`src/rtl/adcseq_pkg.sv`:
```
`timescale 1ns/1ps
package adcseq_pkg;
  localparam int ADDR_W = 4;
  localparam int DATA_W = 32;
  localparam int LEN_W  = 4;

  localparam logic [ADDR_W-1:0] A_CTRL    = 4'd0;
  localparam logic [ADDR_W-1:0] A_PERIOD  = 4'd1;
  localparam logic [ADDR_W-1:0] A_REGSEQ  = 4'd2;
  localparam logic [ADDR_W-1:0] A_INJSEQ  = 4'd3;
  localparam logic [ADDR_W-1:0] A_STATUS  = 4'd4;
  localparam logic [ADDR_W-1:0] A_INJRES0 = 4'd5;

  localparam int CTRL_EN   = 0;
  localparam int CTRL_SCAN = 1;
  localparam int CTRL_ARM  = 2;

  localparam int ST_INJDONE = 0;
  localparam int ST_OVR     = 1;
  localparam int ST_BUSY    = 2;

  typedef enum logic [2:0] {
    S_IDLE,
    S_REG_ISSUE,
    S_REG_WAIT,
    S_REG_PUSH,
    S_INJ_ISSUE,
    S_INJ_WAIT
  } seq_state_e;
endpackage

```
`src/rtl/adcseq_timer.sv`:
```
`timescale 1ns/1ps
module adcseq_timer #(
  parameter int PERIOD_W = 16
) (
  input  logic                clk,
  input  logic                rst_n,
  input  logic                enable,
  input  logic [PERIOD_W-1:0] period,
  output logic                tick
);
  logic [PERIOD_W-1:0] cnt_q;
  logic [PERIOD_W-1:0] limit;

  // A period of zero behaves like one: a trigger every cycle.
  assign limit = (period == '0) ? '0 : period - 1'b1;
  assign tick  = enable && (cnt_q >= limit);

  always_ff @(posedge clk) begin
    if (!rst_n)                cnt_q <= '0;
    else if (!enable || tick)  cnt_q <= '0;
    else                       cnt_q <= cnt_q + 1'b1;
  end

  // with a period above one, triggers never come on consecutive cycles.
  a_r2_tick_gap: assert property (@(posedge clk) disable iff (!rst_n)
    tick && (period > PERIOD_W'(1)) |=> !tick || (period != $past(period)));

  // counting always restarts from zero when the timer is switched on.
  a_r9_restart: assert property (@(posedge clk) disable iff (!rst_n)
    $rose(enable) |-> (cnt_q == '0));
endmodule

```
`src/rtl/adcseq_regs.sv`:
```
`timescale 1ns/1ps
module adcseq_regs
  import adcseq_pkg::*;
#(
  parameter int NREG         = 4,
  parameter int NINJ         = 4,
  parameter int CH_W         = 5,
  parameter int OUT_W        = 16,
  parameter int PERIOD_W     = 16,
  parameter int RESET_PERIOD = 2880,
  parameter int IDX_W        = 2,
  parameter int ILEN_W       = 2
) (
  input  logic                       clk,
  input  logic                       rst_n,
  input  logic                       wr_en,
  input  logic [ADDR_W-1:0]          addr,
  input  logic [DATA_W-1:0]          wdata,
  output logic [DATA_W-1:0]          rdata,
  output logic                       enable,
  output logic                       scan_en,
  output logic [PERIOD_W-1:0]        period,
  output logic [NREG-1:0][CH_W-1:0]  reg_chans,
  output logic [LEN_W-1:0]           reg_len,
  output logic [NINJ-1:0][CH_W-1:0]  inj_chans,
  output logic [ILEN_W-1:0]          inj_len,
  output logic                       arm,
  input  logic                       inj_wr,
  input  logic [IDX_W-1:0]           inj_wr_idx,
  input  logic [OUT_W-1:0]           inj_wr_data,
  input  logic                       inj_done_set,
  input  logic                       overrun_set,
  input  logic                       busy
);
  localparam int REGSEQ_W = NREG*CH_W + LEN_W;
  localparam int INJSEQ_W = NINJ*CH_W + ILEN_W;

  logic [1:0]                ctrl_q;
  logic [PERIOD_W-1:0]       period_q;
  logic [REGSEQ_W-1:0]       regseq_q;
  logic [INJSEQ_W-1:0]       injseq_q;
  logic                      injdone_q;
  logic                      ovr_q;
  logic [NINJ-1:0][OUT_W-1:0] inj_res_q;

  logic wr_ctrl, wr_period, wr_regseq, wr_injseq, wr_status;
  logic unused_wbits;

  assign wr_ctrl   = wr_en && (addr == A_CTRL);
  assign wr_period = wr_en && (addr == A_PERIOD);
  assign wr_regseq = wr_en && (addr == A_REGSEQ);
  assign wr_injseq = wr_en && (addr == A_INJSEQ);
  assign wr_status = wr_en && (addr == A_STATUS);
  assign unused_wbits = ^wdata[DATA_W-1:REGSEQ_W];

  always_ff @(posedge clk) begin
    if (!rst_n) begin
      ctrl_q    <= '0;
      period_q  <= PERIOD_W'(RESET_PERIOD);
      regseq_q  <= '0;
      injseq_q  <= '0;
      injdone_q <= 1'b0;
      ovr_q     <= 1'b0;
    end else begin
      if (wr_ctrl)   ctrl_q   <= wdata[1:0];
      if (wr_period) period_q <= wdata[PERIOD_W-1:0];
      if (wr_regseq) regseq_q <= wdata[REGSEQ_W-1:0];
      if (wr_injseq) injseq_q <= wdata[INJSEQ_W-1:0];
      // Setting wins over a same-cycle write-one-to-clear.
      injdone_q <= inj_done_set | (injdone_q & ~(wr_status & wdata[ST_INJDONE]));
      ovr_q     <= overrun_set  | (ovr_q     & ~(wr_status & wdata[ST_OVR]));
    end
  end

  for (genvar g = 0; g < NINJ; g++) begin : g_injres
    always_ff @(posedge clk) begin
      if (!rst_n)                                          inj_res_q[g] <= '0;
      else if (inj_wr && (inj_wr_idx == IDX_W'(g)))        inj_res_q[g] <= inj_wr_data;
    end
  end

  assign enable    = ctrl_q[CTRL_EN];
  assign scan_en   = ctrl_q[CTRL_SCAN];
  assign period    = period_q;
  assign reg_chans = regseq_q[NREG*CH_W-1:0];
  assign reg_len   = regseq_q[NREG*CH_W +: LEN_W];
  assign inj_chans = injseq_q[NINJ*CH_W-1:0];
  assign inj_len   = injseq_q[NINJ*CH_W +: ILEN_W];
  assign arm       = wr_ctrl && wdata[CTRL_ARM];

  always_comb begin
    rdata = '0;
    case (addr)
      A_CTRL:   rdata = DATA_W'(ctrl_q);
      A_PERIOD: rdata = DATA_W'(period_q);
      A_REGSEQ: rdata = DATA_W'(regseq_q);
      A_INJSEQ: rdata = DATA_W'(injseq_q);
      A_STATUS: begin
        rdata[ST_INJDONE] = injdone_q;
        rdata[ST_OVR]     = ovr_q;
        rdata[ST_BUSY]    = busy;
      end
      default: begin
        for (int i = 0; i < NINJ; i++) begin
          if (addr == ADDR_W'(int'(A_INJRES0) + i)) rdata = DATA_W'(inj_res_q[i]);
        end
      end
    endcase
  end

  // a dropped trigger is always remembered on the next cycle.
  a_r8_ovr_sticky: assert property (@(posedge clk) disable iff (!rst_n)
    overrun_set |=> ovr_q);

  // finishing the injected group raises the done flag.
  a_r7_done_set: assert property (@(posedge clk) disable iff (!rst_n)
    inj_done_set |=> injdone_q);

  // injected result registers change only on an injected write.
  a_r6_res_kept: assert property (@(posedge clk) disable iff (!rst_n)
    !inj_wr |=> $stable(inj_res_q));
endmodule

```
`src/rtl/adcseq_core.sv`:
```
`timescale 1ns/1ps
module adcseq_core
  import adcseq_pkg::*;
#(
  parameter int NREG   = 4,
  parameter int NINJ   = 4,
  parameter int CH_W   = 5,
  parameter int RES_W  = 12,
  parameter int OUT_W  = 16,
  parameter int IDX_W  = 2,
  parameter int ILEN_W = 2
) (
  input  logic                       clk,
  input  logic                       rst_n,
  input  logic                       tick,
  input  logic                       scan_en,
  input  logic [NREG-1:0][CH_W-1:0]  reg_chans,
  input  logic [LEN_W-1:0]           reg_len,
  input  logic [NINJ-1:0][CH_W-1:0]  inj_chans,
  input  logic [ILEN_W-1:0]          inj_len,
  input  logic                       arm,
  output logic                       cnv_start,
  output logic [CH_W-1:0]            cnv_chan,
  input  logic                       cnv_done,
  input  logic [RES_W-1:0]           cnv_result,
  output logic                       dma_valid,
  input  logic                       dma_ready,
  output logic [OUT_W-1:0]           dma_data,
  output logic                       inj_wr,
  output logic [IDX_W-1:0]           inj_wr_idx,
  output logic [OUT_W-1:0]           inj_wr_data,
  output logic                       inj_done_set,
  output logic                       overrun_set,
  output logic                       busy
);
  seq_state_e       state_q, state_d;
  logic [IDX_W-1:0] idx_q, idx_d;
  logic [IDX_W-1:0] last_q, last_d;
  logic [RES_W-1:0] res_q;
  logic             pend_q;
  logic             launch;
  logic [IDX_W-1:0] reg_last, inj_last;
  logic             in_inj;

  // Last slot index of each group, clamped to the implemented slots.
  always_comb begin
    if (!scan_en)                              reg_last = '0;
    else if (reg_len >= LEN_W'(NREG-1))        reg_last = IDX_W'(NREG-1);
    else                                       reg_last = reg_len[IDX_W-1:0];
    if (inj_len >= ILEN_W'(NINJ-1))            inj_last = IDX_W'(NINJ-1);
    else                                       inj_last = IDX_W'(inj_len);
  end

  always_comb begin
    state_d = state_q;
    idx_d   = idx_q;
    last_d  = last_q;
    launch  = 1'b0;
    case (state_q)
      S_IDLE: begin
        // The timer outranks a queued injected group so its cadence holds.
        if (tick) begin
          state_d = S_REG_ISSUE;
          idx_d   = '0;
          last_d  = reg_last;
        end else if (pend_q) begin
          state_d = S_INJ_ISSUE;
          idx_d   = '0;
          last_d  = inj_last;
          launch  = 1'b1;
        end
      end
      S_REG_ISSUE: state_d = S_REG_WAIT;
      S_REG_WAIT:  if (cnv_done) state_d = S_REG_PUSH;
      S_REG_PUSH: begin
        if (dma_ready) begin
          if (idx_q == last_q) begin
            if (pend_q) begin
              state_d = S_INJ_ISSUE;
              idx_d   = '0;
              last_d  = inj_last;
              launch  = 1'b1;
            end else begin
              state_d = S_IDLE;
            end
          end else begin
            idx_d   = idx_q + 1'b1;
            state_d = S_REG_ISSUE;
          end
        end
      end
      S_INJ_ISSUE: state_d = S_INJ_WAIT;
      S_INJ_WAIT: begin
        if (cnv_done) begin
          if (idx_q == last_q) state_d = S_IDLE;
          else begin
            idx_d   = idx_q + 1'b1;
            state_d = S_INJ_ISSUE;
          end
        end
      end
      default: state_d = S_IDLE;
    endcase
  end

  always_ff @(posedge clk) begin
    if (!rst_n) begin
      state_q <= S_IDLE;
      idx_q   <= '0;
      last_q  <= '0;
      res_q   <= '0;
      pend_q  <= 1'b0;
    end else begin
      state_q <= state_d;
      idx_q   <= idx_d;
      last_q  <= last_d;
      if (state_q == S_REG_WAIT && cnv_done) res_q <= cnv_result;
      // A new arm during a running group queues one more run.
      pend_q  <= (pend_q & ~launch) | arm;
    end
  end

  assign in_inj       = (state_q == S_INJ_ISSUE) || (state_q == S_INJ_WAIT);
  assign cnv_start    = (state_q == S_REG_ISSUE) || (state_q == S_INJ_ISSUE);
  assign cnv_chan     = in_inj ? inj_chans[idx_q] : reg_chans[idx_q];
  assign dma_valid    = (state_q == S_REG_PUSH);
  assign dma_data     = OUT_W'(res_q);
  assign inj_wr       = (state_q == S_INJ_WAIT) && cnv_done;
  assign inj_wr_idx   = idx_q;
  assign inj_wr_data  = OUT_W'(cnv_result);
  assign inj_done_set = inj_wr && (idx_q == last_q);
  assign busy         = (state_q != S_IDLE);
  assign overrun_set  = tick && busy;

  // a stalled result keeps both valid and data.
  a_r5_hold_data: assert property (@(posedge clk) disable iff (!rst_n)
    dma_valid && !dma_ready |=> dma_valid && $stable(dma_data));

  // a conversion request lasts exactly one cycle.
  a_r2_start_pulse: assert property (@(posedge clk) disable iff (!rst_n)
    cnv_start |=> !cnv_start);

  // an injected result is never on the stream.
  a_r6_inj_not_dma: assert property (@(posedge clk) disable iff (!rst_n)
    inj_wr |-> !dma_valid);

  // no new conversion is requested while a result waits.
  a_r5_no_start_stalled: assert property (@(posedge clk) disable iff (!rst_n)
    dma_valid && !dma_ready |=> !cnv_start);
endmodule

```
`src/rtl/adcseq_top.sv`:
```
`timescale 1ns/1ps
module adcseq_top
  import adcseq_pkg::*;
#(
  parameter int NREG         = 4,
  parameter int NINJ         = 4,
  parameter int CH_W         = 5,
  parameter int RES_W        = 12,
  parameter int OUT_W        = 16,
  parameter int PERIOD_W     = 16,
  parameter int RESET_PERIOD = 2880
) (
  input  logic                clk,
  input  logic                rst_n,
  input  logic                reg_wr,
  input  logic [ADDR_W-1:0]   reg_addr,
  input  logic [DATA_W-1:0]   reg_wdata,
  output logic [DATA_W-1:0]   reg_rdata,
  output logic                cnv_start,
  output logic [CH_W-1:0]     cnv_chan,
  input  logic                cnv_done,
  input  logic [RES_W-1:0]    cnv_result,
  output logic                dma_valid,
  input  logic                dma_ready,
  output logic [OUT_W-1:0]    dma_data
);
  localparam int NMAX   = (NREG > NINJ) ? NREG : NINJ;
  localparam int IDX_W  = $clog2(NMAX);
  localparam int ILEN_W = $clog2(NINJ);

  logic                      enable, scan_en, arm, tick;
  logic [PERIOD_W-1:0]       period;
  logic [NREG-1:0][CH_W-1:0] reg_chans;
  logic [LEN_W-1:0]          reg_len;
  logic [NINJ-1:0][CH_W-1:0] inj_chans;
  logic [ILEN_W-1:0]         inj_len;
  logic                      inj_wr, inj_done_set, overrun_set, busy;
  logic [IDX_W-1:0]          inj_wr_idx;
  logic [OUT_W-1:0]          inj_wr_data;

  adcseq_regs #(
    .NREG(NREG), .NINJ(NINJ), .CH_W(CH_W), .OUT_W(OUT_W), .PERIOD_W(PERIOD_W),
    .RESET_PERIOD(RESET_PERIOD), .IDX_W(IDX_W), .ILEN_W(ILEN_W)
  ) u_regs (
    .clk(clk), .rst_n(rst_n), .wr_en(reg_wr), .addr(reg_addr), .wdata(reg_wdata),
    .rdata(reg_rdata), .enable(enable), .scan_en(scan_en), .period(period),
    .reg_chans(reg_chans), .reg_len(reg_len), .inj_chans(inj_chans), .inj_len(inj_len),
    .arm(arm), .inj_wr(inj_wr), .inj_wr_idx(inj_wr_idx), .inj_wr_data(inj_wr_data),
    .inj_done_set(inj_done_set), .overrun_set(overrun_set), .busy(busy)
  );

  adcseq_timer #(.PERIOD_W(PERIOD_W)) u_timer (
    .clk(clk), .rst_n(rst_n), .enable(enable), .period(period), .tick(tick)
  );

  adcseq_core #(
    .NREG(NREG), .NINJ(NINJ), .CH_W(CH_W), .RES_W(RES_W), .OUT_W(OUT_W),
    .IDX_W(IDX_W), .ILEN_W(ILEN_W)
  ) u_core (
    .clk(clk), .rst_n(rst_n), .tick(tick), .scan_en(scan_en),
    .reg_chans(reg_chans), .reg_len(reg_len), .inj_chans(inj_chans), .inj_len(inj_len),
    .arm(arm), .cnv_start(cnv_start), .cnv_chan(cnv_chan), .cnv_done(cnv_done),
    .cnv_result(cnv_result), .dma_valid(dma_valid), .dma_ready(dma_ready),
    .dma_data(dma_data), .inj_wr(inj_wr), .inj_wr_idx(inj_wr_idx),
    .inj_wr_data(inj_wr_data), .inj_done_set(inj_done_set),
    .overrun_set(overrun_set), .busy(busy)
  );
endmodule

```
`config.mk`:
```
export PLATFORM = sky130hd
export DESIGN_NAME = adcseq_top
export DESIGN_NICKNAME = d
export VERILOG_FILES = /design/src/rtl/adcseq_pkg.sv /design/src/rtl/adcseq_timer.sv /design/src/rtl/adcseq_regs.sv /design/src/rtl/adcseq_core.sv /design/src/rtl/adcseq_top.sv
export SDC_FILE = /design/constraint.sdc
export NUM_CORES = 1
export LEC_CHECK = 0
export BUFFER_PORTS_ARGS = -buffer_cell sky130_fd_sc_hd__buf_2
export CORE_AREA = 10 10 136 150
export CTS_CLUSTER_DIAMETER = 80
export CTS_CLUSTER_SIZE = 40
export DETAILED_ROUTE_END_ITERATION = 10
export DIE_AREA = 0 0 146 160
export GPL_ROUTABILITY_DRIVEN = 0
export PLACE_DENSITY_LB_ADDON = 0.25
export SKIP_CTS_REPAIR_TIMING = 1
export SYNTH_ARGS = -nofsm -noshare
export SYNTH_HDL_FRONTEND = slang
export SYNTH_SLANG_ARGS = --single-unit
```
`constraint.sdc`:
```
create_clock -name clk -period 4.2 [get_ports clk]
set_clock_uncertainty 0.1 [all_clocks]
set_input_delay 0.84 -clock clk [delete_from_list [all_inputs] [get_ports clk]]
set_output_delay 0.84 -clock clk [all_outputs]
set_load 0.03 [all_outputs]
```
==> results by group, run 1 <==
Run status
  • Run status: finished clean

Floorplanning
  • Initial core utilization: 0.4880
  • Die area: around 23000 um2
  • IO Pins: 108
  • Core area: roughly 17000 um2
  • FP Rows: 51
  • Die X: ~150 um
  • Die span in y: between 150 and 200 um

Placement
  • Port bufs: 87
  • Placed cell areas: 8959 um2
  • DP HPWL: 16780 um
  • Dpl cells: 1355

Finish
  • Core Util, Final: 0.5472
  • Area delta synth->final: 12.13%
  • Antenna cells: 0
  • Final instance area: roughly 9500 um2
  • Most common cell after layout, fill and taps aside: nand2_1
  • Final non-filler cell total: about 1400
  • Most frequent cells in the layout: 331 x nand2_1, 150 x dfxtp_1, 92 x a21boi_0
  • Area of the multi-input gates: around 5100 um2
  • Filler instances: between 1500 and 2000
  • Register area: about 3000 um2
  • Final #Nets: ~1200
  • Layout cells sized above 1: 0.1533

Global route
  • Total Routing Usage GR: 0.1998
  • GRT overflow: 0
  • Vias in the first global route: around 7000
  • Initial antenna violation count: 1
  • Largest net degree at the start of global routing: 102
  • Global-route wire length before repair: 38400 um

Hold path
  • Worst min path class: register to register

Clock network
  • CTS H-tree depth: 4
  • CTS tree: done
  • Root Driver: clkbuf_16
  • Clk slew on worst S/H paths: 60 ps
  • Longest Clk Path Bufs: 2
  • CTS sink cnt: 150
  • CTS buffer count: 17
  • Clock latency on the worst-skew pair: around 430 ps

Synth
  • Synthesized area: between 8000 and 9000 um2
  • Synth Instances: between 1000 and 1500
  • Asr flop ratio synth: 0
  • EDFF count, synth: 0
  • Most used DFF post-synth: dfxtp_1
  • Mapped Avg Cell Area: 7.777 um2
  • Register area share after synthesis: 0.3533
  • Synthesized flop and latch total: 150
  • Cell variety after synth: 66
  • Warnings from Yosys: 0

Route
  • Detailed Routing Iterations Pass 1: 6
  • Detailed-route via count: about 7600
  • Drt drc: 0
  • Drt wl/cell: 17.24 um
  • Drt via density: ~5.4
  • Initial DRC Count: 478
  • Total Wirelength: about 24000 um
  • DRT antenna net count: 0

Power and ir drop
  • Total Power: 3.606 mW
  • Power per cell area: between 300 and 400 nW/um2
  • Lkg Pwr: approximately 3.7 nW
  • VDD IR max: 0.3026 mV

Worst setup path
  • Setup CP Type: register to register
  • CP arrival: between 4000 and 5000 ps
  • Largest fanout on the critical path: 16
  • Cell chain of the critical path: nor4_2 -> nand4_1 -> and2_1 -> ha_1 -> nand2b_1 -> a2111o_1 -> a32oi_2 -> and2_4 -> nand3_4 -> nor2_1
  • Crit. End Element: register
  • Critical Path Start Type: register
  • Crit path required time: 4450 ps
  • Worst path max stage delay: roughly 540 ps
  • Bufs and invs on worst path: 0
  • Slowest cell on crit path: nand4_1
  • Top delay family on crit path: simple AND/OR/NAND/NOR gates

STA
  • Post-route setup TNS: 0 ps
  • Worst Tran Pin Value: 1052 ps
  • Max-slew headroom: 0.2985
  • Fmax: approximately 270 MHz
  • Final setup violation count: 0
  • Min Tclk post-route: 3773 ps
  • Final Slew Violations: 0
  • Period utilization: 0.8984
  • RSZ-0062 raised after global routing: no
  • Final Hold Fails: 0

Run
  • Max Cap Viol: 0
synth_stat cells (5+ instances only):
cell type,count,area (um2)
xor2_1,13,113.9
mux2i_1,7,70.07
dfxtp_1,150,3003
mux4_2,10,225.2
ha_1,23,287.8
nand4_1,5,31.28
nand3_1,17,85.08
a21oi_1,55,275.3
a22oi_1,6,45.04
a21boi_1,26,195.2
nor2_4,8,90.09
and2_1,10,62.56
buf_2,20,100.1
nor3_1,13,65.06
nand2_1,331,1242
a31oi_1,12,75.07
a22o_1,10,87.58
mux2_2,16,180.2
nand2b_1,16,100.1
o21ai_0,16,80.08
nor2_1,55,206.5
nor2b_1,17,106.4
inv_1,9,33.78
buf_1,8,30.03
clkbuf_1,45,168.9
a21boi_0,92,690.7
xnor2_1,17,148.9
buf_4,13,97.59
and3_1,8,50.05
a21o_1,11,82.58
worst paths after layout:
kind | start | endpoint | slack [ps] | depth (start not counted)
min | u_regs.inj_res_q[26] | u_regs.inj_res_q[26] | 350 | 2
max reg2reg | u_regs.period[2] | u_timer.cnt_q[6] | 430 | 10
min reg2reg | u_regs.inj_res_q[26] | u_regs.inj_res_q[26] | 350 | 2
max | u_regs.period[2] | u_timer.cnt_q[6] | 430 | 10
metrics by stage:
stage | setup WS [ps] | hold WS [ps]
floorplan | 807.8 | 330.0
global placement | 501.7 | 337.5
detailed placement | 394.3 | 342.2
CTS | 392.1 | 350.6
global route | 62.73 | 371.2
finish | 426.6 | 346.9
per-layer routing:
layer / up-vias / wire length, um / GRT usage
li1: 3753 / - / -
met1: 3549 / 10670 / 0.2586
met2: 204 / 11210 / 0.3179
met3: 45 / 1398 / 0.04607
met4: 0 / 618 / 0.07377
met5: - / 0 / 0
power breakdown:
group / switching, mW / leakage, nW / internal [mW]
combinational: 0.379 / 2.17 / 0.194
clock: 0.623 / 0.277 / 0.883
sequential: 0.0696 / 1.21 / 1.46
logic make-up after synthesis:
logic type,Yosys count,share of synthesized area
and+or+nand+nor,503,0.2620
buffers and inverters,98,0.05387
muxes,34,0.05726
DFF,150,0.3533
adders and majority gates,23,0.03385
xor gates and xnor gates,30,0.03091
AOI/OAI and AO/OA,254,0.2084
other,1,0.0004411
worst min-delay path: cells and delay by family (launching register included):
family	cells	cell delay, ps
flops	1	300
simple gates	1	50
compound gates	1	50
cell type report:
| type | count | area share |
|---|---|---|
| Multi-Input combinational cell | 856 | 0.5331 |
| Sequential cell | 150 | 0.3150 |
| Timing Repair Buffer | 100 | 0.05618 |
| Clock buffer | 18 | 0.04608 |
| Tap cell | 238 | 0.03124 |
| Clock inverter | 13 | 0.01405 |
| Inverter | 11 | 0.004332 |
state kept, by name, indices dropped and copies added (netlist names):
| name | flops |
|---|---|
| u_core.inj_wr_idx | 2 |
| u_core.last_q | 2 |
| u_core.pend_q | 1 |
| u_core.res_q | 12 |
| u_core.state_q | 3 |
| u_regs.ctrl_q | 2 |
| u_regs.inj_res_q | 48 |
| u_regs.injdone_q | 1 |
| u_regs.injseq_q | 22 |
| u_regs.ovr_q | 1 |
| u_regs.period | 16 |
| u_regs.regseq_q | 24 |
| u_timer.cnt_q | 16 |
No activity file was read; power rests on OpenSTA's default activity.
==> run 2: changes to the inputs <==
Settings changed: CELL_PAD_IN_SITES_DETAIL_PLACEMENT from default to 1, CELL_PAD_IN_SITES_GLOBAL_PLACEMENT from default to 2, CORE_AREA 10 10 136 150 to 10 10 165 182, DIE_AREA 0 0 146 160 to 0 0 175 192, SYNTH_HIERARCHICAL from default to 1.
==> run 2 against run 1 <==
- cell count up 7.8%
- largest cell class unchanged
- combinational power down 43%
- final area up 11%
- sequential cell count up 16
- worst setup slack worse by 290 ps
- global-route usage down 2.2 points
- count of clock-buffer cells in the layout up 1
- non-clock buffer count up 28
==> results by group, run 2 <==
STA
  • Period utilization: 0.9685 (+0.07002)
  • Max-slew headroom: 0.3816 (+0.08306)
  • Final worst slack: 132.5 ps (-294.1 ps)
  • Post-route setup TNS: 0 ps (unchanged)
  • Hold slack: 353.3 ps (+6.388 ps)
  • RSZ-0062 raised after global routing: yes
  • Final setup violation count: 0 (unchanged)
  • Worst Tran Pin Value: 923.6 ps (-128.6 ps)
  • Final Slew Violations: 0 (unchanged)
  • Final Hold Fails: 0 (unchanged)
  • Fmax: 245.9 MHz (-7.2%)
  • Min Tclk post-route: 4067 ps (+294.1 ps)

Finish
  • Antenna cells: 0 (unchanged)
  • Filler instances: 3132 (+87%)
  • Most flops, register: u_regs/inj_res_q
  • Register area: 3324 um2 (+11%)
  • Core Util, Final: 0.4068 (-0.1403)
  • Most frequent cells in the layout: 199 x nand2_1, 165 x dfxtp_1, 87 x buf_2
  • Final non-filler cell total: 1494 (+7.8%)
  • Max reg flops: 64 (+33%)
  • Area of the multi-input gates: 5411 um2 (+6.5%)
  • Final instance area: 10600 um2 (+11%)
  • Layout cells sized above 1: 0.1743 (+0.02095)
  • Final #Nets: 1202 (-0.83%)
  • Area delta synth->final: 13.47%
  • Most common cell after layout, fill and taps aside: nand2_1
  • Top flop regs: u_regs/inj_res_q: 64 flops, u_regs/regseq_q: 24 flops, u_regs/injseq_q: 22 flops

Global route
  • Largest net degree at the start of global routing: 99 (-2.9%)
  • Vias in the first global route: 7994 (+11%)
  • Global-route wire length before repair: 46800 um (+22%)
  • Initial antenna violation count: 0 (-1)
  • GRT overflow: 0 (unchanged)
  • Total Routing Usage GR: 0.1773 (-0.02249)

Worst setup path
  • Flop2flop setup slack: 130 ps (-290 ps)
  • Critical Path Start Type: register
  • Worst R2R End: u_core/state_q[0]
  • CP arrival: 4280 ps (+260 ps)
  • Crit. End Element: register
  • Largest fanout on the critical path: 6 (-10)
  • Setup CP Type: register to register
  • Reg2reg path depth: 16 (+6)
  • Crit path required time: 4410 ps (-40 ps)
  • Worst r2r src: u_regs/period[2]

Synth
  • Asr flop ratio synth: 0 (unchanged)
  • Synth Area in Adders: 0.02544 (-0.008415)
  • Register area share after synthesis: 0.3556 (+0.002350)
  • Ranking of synthesized cells by area: dfxtp_1 36%, mux2i_1 9.1%, nand2_1 8.0%, a21boi_0 5.1%, nor2b_1 4.4%
  • EDFF count, synth: 0 (unchanged)
  • Most used DFF post-synth: dfxtp_1
  • Synthesized flop and latch total: 166 (+11%)
  • Yosys top cell by area: dfxtp_1
  • Post-synthesis mux area share: 0.1276 (+0.07034)
  • Synth Area in Compound Gates: 0.1712 (-0.03718)
  • Largest family of logic cells by synthesized area: simple AND/OR/NAND/NOR gates
  • Cell variety after synth: 81 (+23%)
  • Synthesized area: 9345 um2 (+9.9%)
  • Mapped Avg Cell Area: 8.718 um2 (+12%)
  • Most frequent cells after synthesis: 199 x nand2_1, 166 x dfxtp_1, 85 x mux2i_1
  • Simple-Gate Fraction of Synth Area: 0.2193 (-0.04269)
  • Xor and xnor area share after synthesis: 0.02530 (-0.005605)
  • Share of the synthesized area in the top cell type: 0.3556 (+0.002350)
  • Warnings from Yosys: 6 (+6)
  • Count leader, synth: nand2_1
  • Synth Instances: 1072 (-1.9%)

Placement
  • Port bufs: 87 (unchanged)
  • DP HPWL: 21320 um (+27%)
  • Dpl cells: 1463 (+8.0%)
  • Placed cell areas: 9948 um2 (+11%)
  • Placement Setup Slack: 69.38 ps (-324.9 ps)

Clock network
  • CTS sink cnt: 166 (+11%)
  • CTS H-tree depth: 4 (unchanged)
  • Clock latency on the worst-skew pair: 440 ps (about the same)
  • Clk slew on worst S/H paths: 70 ps (about the same)
  • Longest Clk Path Bufs: 2 (unchanged)
  • CTS tree: done
  • Root Driver: clkbuf_16
  • CTS buffer count: 17 (unchanged)

Hold path
  • Worst min path class: register to register
  • Hold Crit Endpoint: u_core/res_q[0]
  • Hold path cells: 2 (unchanged)
  • Hold Crit Start: u_core/res_q[0]

Power and ir drop
  • Lkg Pwr: 4.390 nW (+20%)
  • Power per cell area: 340.5 nW/um2 (-10%)
  • Total Power: 3.611 mW (+0.14%)
  • VDD IR max: 0.1902 mV (-37%)

Route
  • Drt via density: 5.244 (-3.7%)
  • DRT antenna net count: 0 (unchanged)
  • Total Wirelength: 30130 um (+26%)
  • Detailed Routing Iterations Pass 1: 4 (-2)
  • Initial DRC Count: 374 (-22%)
  • Detailed-route via count: 7835 (+3.8%)
  • Drt drc: 0 (unchanged)
  • Drt wl/cell: 20.17 um (+17%)

Floorplanning
  • Core area: 26070 um2 (+50%)
  • Die area: 33600 um2 (+44%)
  • Die span in y: 192 um (+20%)
  • FP Rows: 62 (+22%)
  • Die X: 175 um (+20%)
  • Initial core utilization: 0.3585 (-0.1294)
  • IO Pins: 108 (unchanged)

Run
  • Max Cap Viol: 0 (unchanged)

Run status
  • Run status: finished clean
run 2: critical path: stages (launching register included):
cell and delay, ps:
dfxtp_2 320, or4_4 560, nor3_4 180, nor3b_4 240, nor4b_4 240, mux2i_1 250
ha_1 270, and4_4 160, and3_4 180, a41oi_2 140, o21ai_1 90, o31a_1 440
nor4_1 320, a21oi_1 80, o221ai_2 200, a2111o_1 130, a21oi_2 50
run 2: power by group:
group	total, mW	internal (mW)	switching, mW
clock	1.69	0.978	0.716
combinational	0.327	0.112	0.215
sequential	1.59	1.58	0.00769
total	3.61	2.67	0.939
run 2: worst max-delay path by stage:
| stage | endpoint | startpoint |
|---|---|---|
| finish | u_core/state_q[0] | u_regs/period[2] |
| global route | u_core/state_q[0] | u_regs/period[2] |
| CTS | u_core/state_q[0] | u_regs/period[9] |
| detailed placement | u_core/state_q[0] | u_regs/period[9] |
| global placement | u_core/state_q[0] | u_regs/period[9] |
| floorplan | u_core/state_q[0] | u_regs/period[5] |
run 2: kinds of logic after synthesis:
logic type	count (synthesis)
AO/OA/AOI/OAI	227
XOR/XNOR	27
adder cells (fa/ha/maj)	19
buffers and inverters	117
flip-flops	166
multiplexers	102
other	2
AND/OR/NAND/NOR	412
run 2: final cells by class:
cell class	instances	share of cell area
clock buffer	19	0.04271
timing repair buffer	128	0.07127
inverter	14	0.004956
tap	352	0.04153
sequential	166	0.3135
clock inverter	12	0.01569
multi-input combinational	803	0.5103
run 2: metal layers:
metal  track usage  routed length (um)
met1        0.2293               14500
met2        0.3028               14450
met3       0.02848                 989
met4       0.04176                 189
met5             0                   0
==> run 3: changes to the inputs <==
Settings changed: ABC_AREA from default to 1, ABC_CLOCK_PERIOD_IN_PS from default to 4950, CORE_AREA 10 10 165 182 to 10 10 163 181, DIE_AREA 0 0 175 192 to 0 0 173 191.
Clock period 4.2 ns to 4.95 ns, I/O delays scaled along.
==> run 3 against run 2 <==
- worst setup slack improved by 890 ps
- hold slack got worse by 4.9 ps
- first-iteration DRC count decreased by 1.9%
- sequential power shrank 11%
- synthesized cell count is 24% higher
- die area decreased by 1.7%
- area after synthesis decreased by 2.2%
- global-route usage is 0.46 points higher
- final area fell by 4.0%
- wire length rose by 0.79%
- largest cell class unchanged
==> results by group, run 3 <==
Run status
  • Run status: finished clean

Worst setup path
  • Worst R2R End: u_core/inj_wr_idx[1]
  • Flop2flop setup slack: 1530 ps (+1400 ps)
  • Crit. End Element: primary output
  • Crit path required time: 3860 ps (-550 ps)
  • Worst path max stage delay: 470 ps (-90 ps)
  • Bufs and invs on worst path: 3 (+3)
  • CP arrival: 2840 ps (-1440 ps)
  • Setup crit start: reg_addr[1]
  • Slowest cell on crit path: nand2_1
  • Setup CP Type: primary input to primary output
  • Top delay family on crit path: simple AND/OR/NAND/NOR gates
  • Critical Path Start Type: primary input
  • Reg2reg path depth: 22 (+6)
  • Worst r2r src: u_regs/period[0]
  • Largest fanout on the critical path: 15 (+9)
  • Cell chain of the critical path: buf_2 -> nand2_1 -> inv_1 -> nand2_1 -> o21ai_0 -> nor2_1 -> nand3_1 -> buf_2

Synth
  • Synthesized flop and latch total: 166 (unchanged)
  • Post-synthesis mux area share: 0.006162 (-0.1214)
  • Mapped Avg Cell Area: 6.875 um2 (-21%)
  • Asr flop ratio synth: 0 (unchanged)
  • Share of the synthesized area in the top cell type: 0.3637 (+0.008083)
  • Warnings from Yosys: 6 (unchanged)
  • EDFF count, synth: 0 (unchanged)
  • Simple-Gate Fraction of Synth Area: 0.2977 (+0.07838)
  • Yosys top cell by area: dfxtp_1
  • Largest family of logic cells by synthesized area: simple AND/OR/NAND/NOR gates
  • Count leader, synth: nor2_1
  • Most frequent cells after synthesis: 194 x nor2_1, 186 x nand2_1, 166 x dfxtp_1
  • Xor and xnor area share after synthesis: 0.01342 (-0.01189)
  • Synth Instances: 1329 (+24%)
  • Register area share after synthesis: 0.3637 (+0.008083)
  • Synth Area in Adders: 0.02602 (+0.0005782)
  • Ranking of synthesized cells by area: dfxtp_1 36%, nor2_1 8.0%, nand2_1 7.6%, o21ai_0 7.6%, nand3_1 6.9%
  • Cell variety after synth: 42 (-48%)
  • Most used DFF post-synth: dfxtp_1
  • Synthesized area: 9138 um2 (-2.2%)
  • Synth Area in Compound Gates: 0.1649 (-0.006377)

Floorplanning
  • Die area: 33040 um2 (-1.7%)
  • FP Rows: 62 (unchanged)
  • IO Pins: 108 (unchanged)
  • Core area: 25750 um2 (-1.2%)
  • Initial core utilization: 0.3548 (-0.003745)
  • Die span in y: 191 um (-0.52%)
  • Die X: 173 um (-1.1%)

Placement
  • Port bufs: 87 (unchanged)
  • Placed cell areas: 9604 um2 (-3.5%)
  • DP HPWL: 21820 um (+2.4%)
  • Placement Setup Slack: 1034 ps (+964.5 ps)

Clock network
  • CTS sink cnt: 166 (unchanged)
  • Longest Clk Path Bufs: 2 (unchanged)
  • CTS buffer count: 17 (unchanged)
  • CTS tree: done
  • Root Driver: clkbuf_16
  • Clock latency on the worst-skew pair: 430 ps (about the same)
  • Clk slew on worst S/H paths: 70 ps (about the same)
  • CTS H-tree depth: 4 (unchanged)

Power and ir drop
  • Internal power: 2.221 mW (-17%)
  • Sw frac: 0.3054 (+0.04529)
  • Lkg Pwr: 4.170 nW (-5.0%)
  • Clk network pwr share: 0.419 (-0.050)
  • Seq pwr share: 0.440 (about the same)
  • Comb power frac: 0.141 (+0.050)
  • VDD IR max: 0.1912 mV (+0.53%)
  • Switch Pwr: 0.9763 mW (+4.0%)
  • Power per cell area: 314.0 nW/um2 (-7.8%)

Finish
  • Most flops, register: u_regs/inj_res_q
  • Final #Nets: 1446 (+20%)
  • Most frequent cells in the layout: 194 x nor2_1, 186 x nand2_1, 166 x dfxtp_1
  • Layout cells sized above 1: 0.1521 (-0.02213)
  • Most common cell after layout, fill and taps aside: nor2_1
  • Max reg flops: 64 (unchanged)
  • Antenna cells: 0 (unchanged)
  • Final instance area: 10180 um2 (-4.0%)
  • Top flop regs: u_regs/inj_res_q: 64 flops, u_regs/regseq_q: 24 flops, u_regs/injseq_q: 22 flops
  • Area delta synth->final: 11.43%
  • Filler instances: 3329 (+6.3%)

Route
  • Drt via density: 4.962 (-5.4%)
  • Detailed-route via count: 8629 (+10%)
  • Total Wirelength: 30370 um (+0.79%)
  • Drt drc: 0 (unchanged)
  • Drt wl/cell: 17.46 um (-13%)
  • Initial DRC Count: 367 (-1.9%)
  • Detailed Routing Iterations Pass 1: 4 (unchanged)
  • DRT antenna net count: 0 (unchanged)

STA
  • Min Tclk post-route: about 3900 ps
  • Worst Tran Pin Value: 820.9 ps (-102.7 ps)
  • RSZ-0062 raised after global routing: no
  • Max-slew headroom: 0.4511 (+0.06950)
  • Final setup violation count: 0 (unchanged)
  • Final Hold Fails: 0 (unchanged)
  • Hold slack: 348.4 ps (-4.869 ps)
  • Post-route setup TNS: 0 ps (unchanged)
  • Final Slew Violations: 0 (unchanged)
  • Fmax: 254.6 MHz
  • Final worst slack: 1022 ps (+889.2 ps)
  • Period utilization: 0.7936

Global route
  • Largest net degree at the start of global routing: 48 (-52%)
  • Total Routing Usage GR: 0.1819 (+0.004642)
  • Global-route wire length before repair: 48390 um (+3.4%)
  • Initial antenna violation count: 1 (+1)
  • Vias in the first global route: 8836 (+11%)
  • GRT overflow: 0 (unchanged)

Hold path
  • Hold path cells: 2 (unchanged)
  • Worst min path class: register to register
  • Hold Crit Start: u_core/res_q[8]
  • Hold Crit Endpoint: u_core/res_q[8]

Run
  • Max Cap Viol: 0 (unchanged)
## run 3: cell count changes in the layout (fill, tap and decap cells not counted), sizes merged, moves of 12 or more
cell / previous run / this run
a21boi: 66 / 1
a21oi: 69 / 121
and3: 12 / 0
buf: 128 / 104
inv: 18 / 161
mux2i: 85 / 0
nand2b: 15 / 0
nand3: 15 / 131
nor2: 61 / 230
nor2b: 68 / 0
o21ai: 10 / 151
o221ai: 15 / 0
o22ai: 4 / 17
o32a: 12 / 0
## run 3: power groups by stage
stage               Clock [mW]  Sequential, mW  Combinational, mW
floorplan                    0            1.47              0.292
global placement             0            1.44              0.450
detailed placement           0            1.44              0.454
CTS                       1.37            1.41              0.456
global route              1.44            1.41              0.503
finish                    1.34            1.41              0.451
## run 3: kinds of logic (layout without fill, tap and decap cells)
kind of cell	after synthesis	count (layout)
compound gates	294	294
other cells	2	16
simple gates	584	584
xor+xnor	14	14
buf+inv	245	289
fa+ha+maj	19	19
flops	166	166
mux	5	5
## run 3: cell type report
class	instances	area (um2)	share of cell area
Clock buffer	18	439.2	0.04313
Clock inverter	14	138.9	0.01364
Tap cell	352	440.4	0.04325
Multi-Input combinational cell	932	4703	0.4619
Timing Repair Buffer	104	563.0	0.05530
Sequential cell	166	3323	0.3264
Inverter	153	574.3	0.05640
## run 3: how the worst max path moves through the flow
stage	end	slack, ps	cells past startpoint
detailed placement	reg_rdata[13]	1030	8
floorplan	reg_rdata[16]	1890	6
finish	reg_rdata[13]	1020	8
global placement	reg_rdata[13]	1070	8
CTS	reg_rdata[13]	1030	8
global route	reg_rdata[13]	960	8
## run 3: metal layers
metal / track usage / wire length [um] / share of wire / vias up
li1: - / - / - / 4354
met1: 0.2298 / 14240 / 0.47 / 4131
met4: 0.04580 / 383 / 0.013 / 0
met5: 0 / 0 / 0 / -
met2: 0.3160 / 14840 / 0.49 / 121
met3: 0.03098 / 912 / 0.030 / 23
## run 3: worst register-to-register path, delay by kind of cell, from the launching register on
kind | cells | cell delay (ps)
adder cells (fa/ha/maj) | 2 | 490
flip-flops | 1 | 380
AO/OA/AOI/OAI | 1 | 190
buffers and inverters | 4 | 590
AND/OR/NAND/NOR | 15 | 1580
## run 3: per-stage QoR
| stage | total power [mW] | instances | utilization |
|---|---|---|---|
| 2_1_floorplan | 1.762 | 1343 | - |
| 3_5_place_dp | 1.890 | 1707 | 0.3729 |
| 3_3_place_gp | 1.885 | 1707 | 0.3729 |
| 4_1_cts | 3.235 | 1739 | 0.3954 |
| 5_1_grt | 3.351 | 1739 | 0.3954 |
| 6_report | 3.197 | 1739 | 0.3954 |
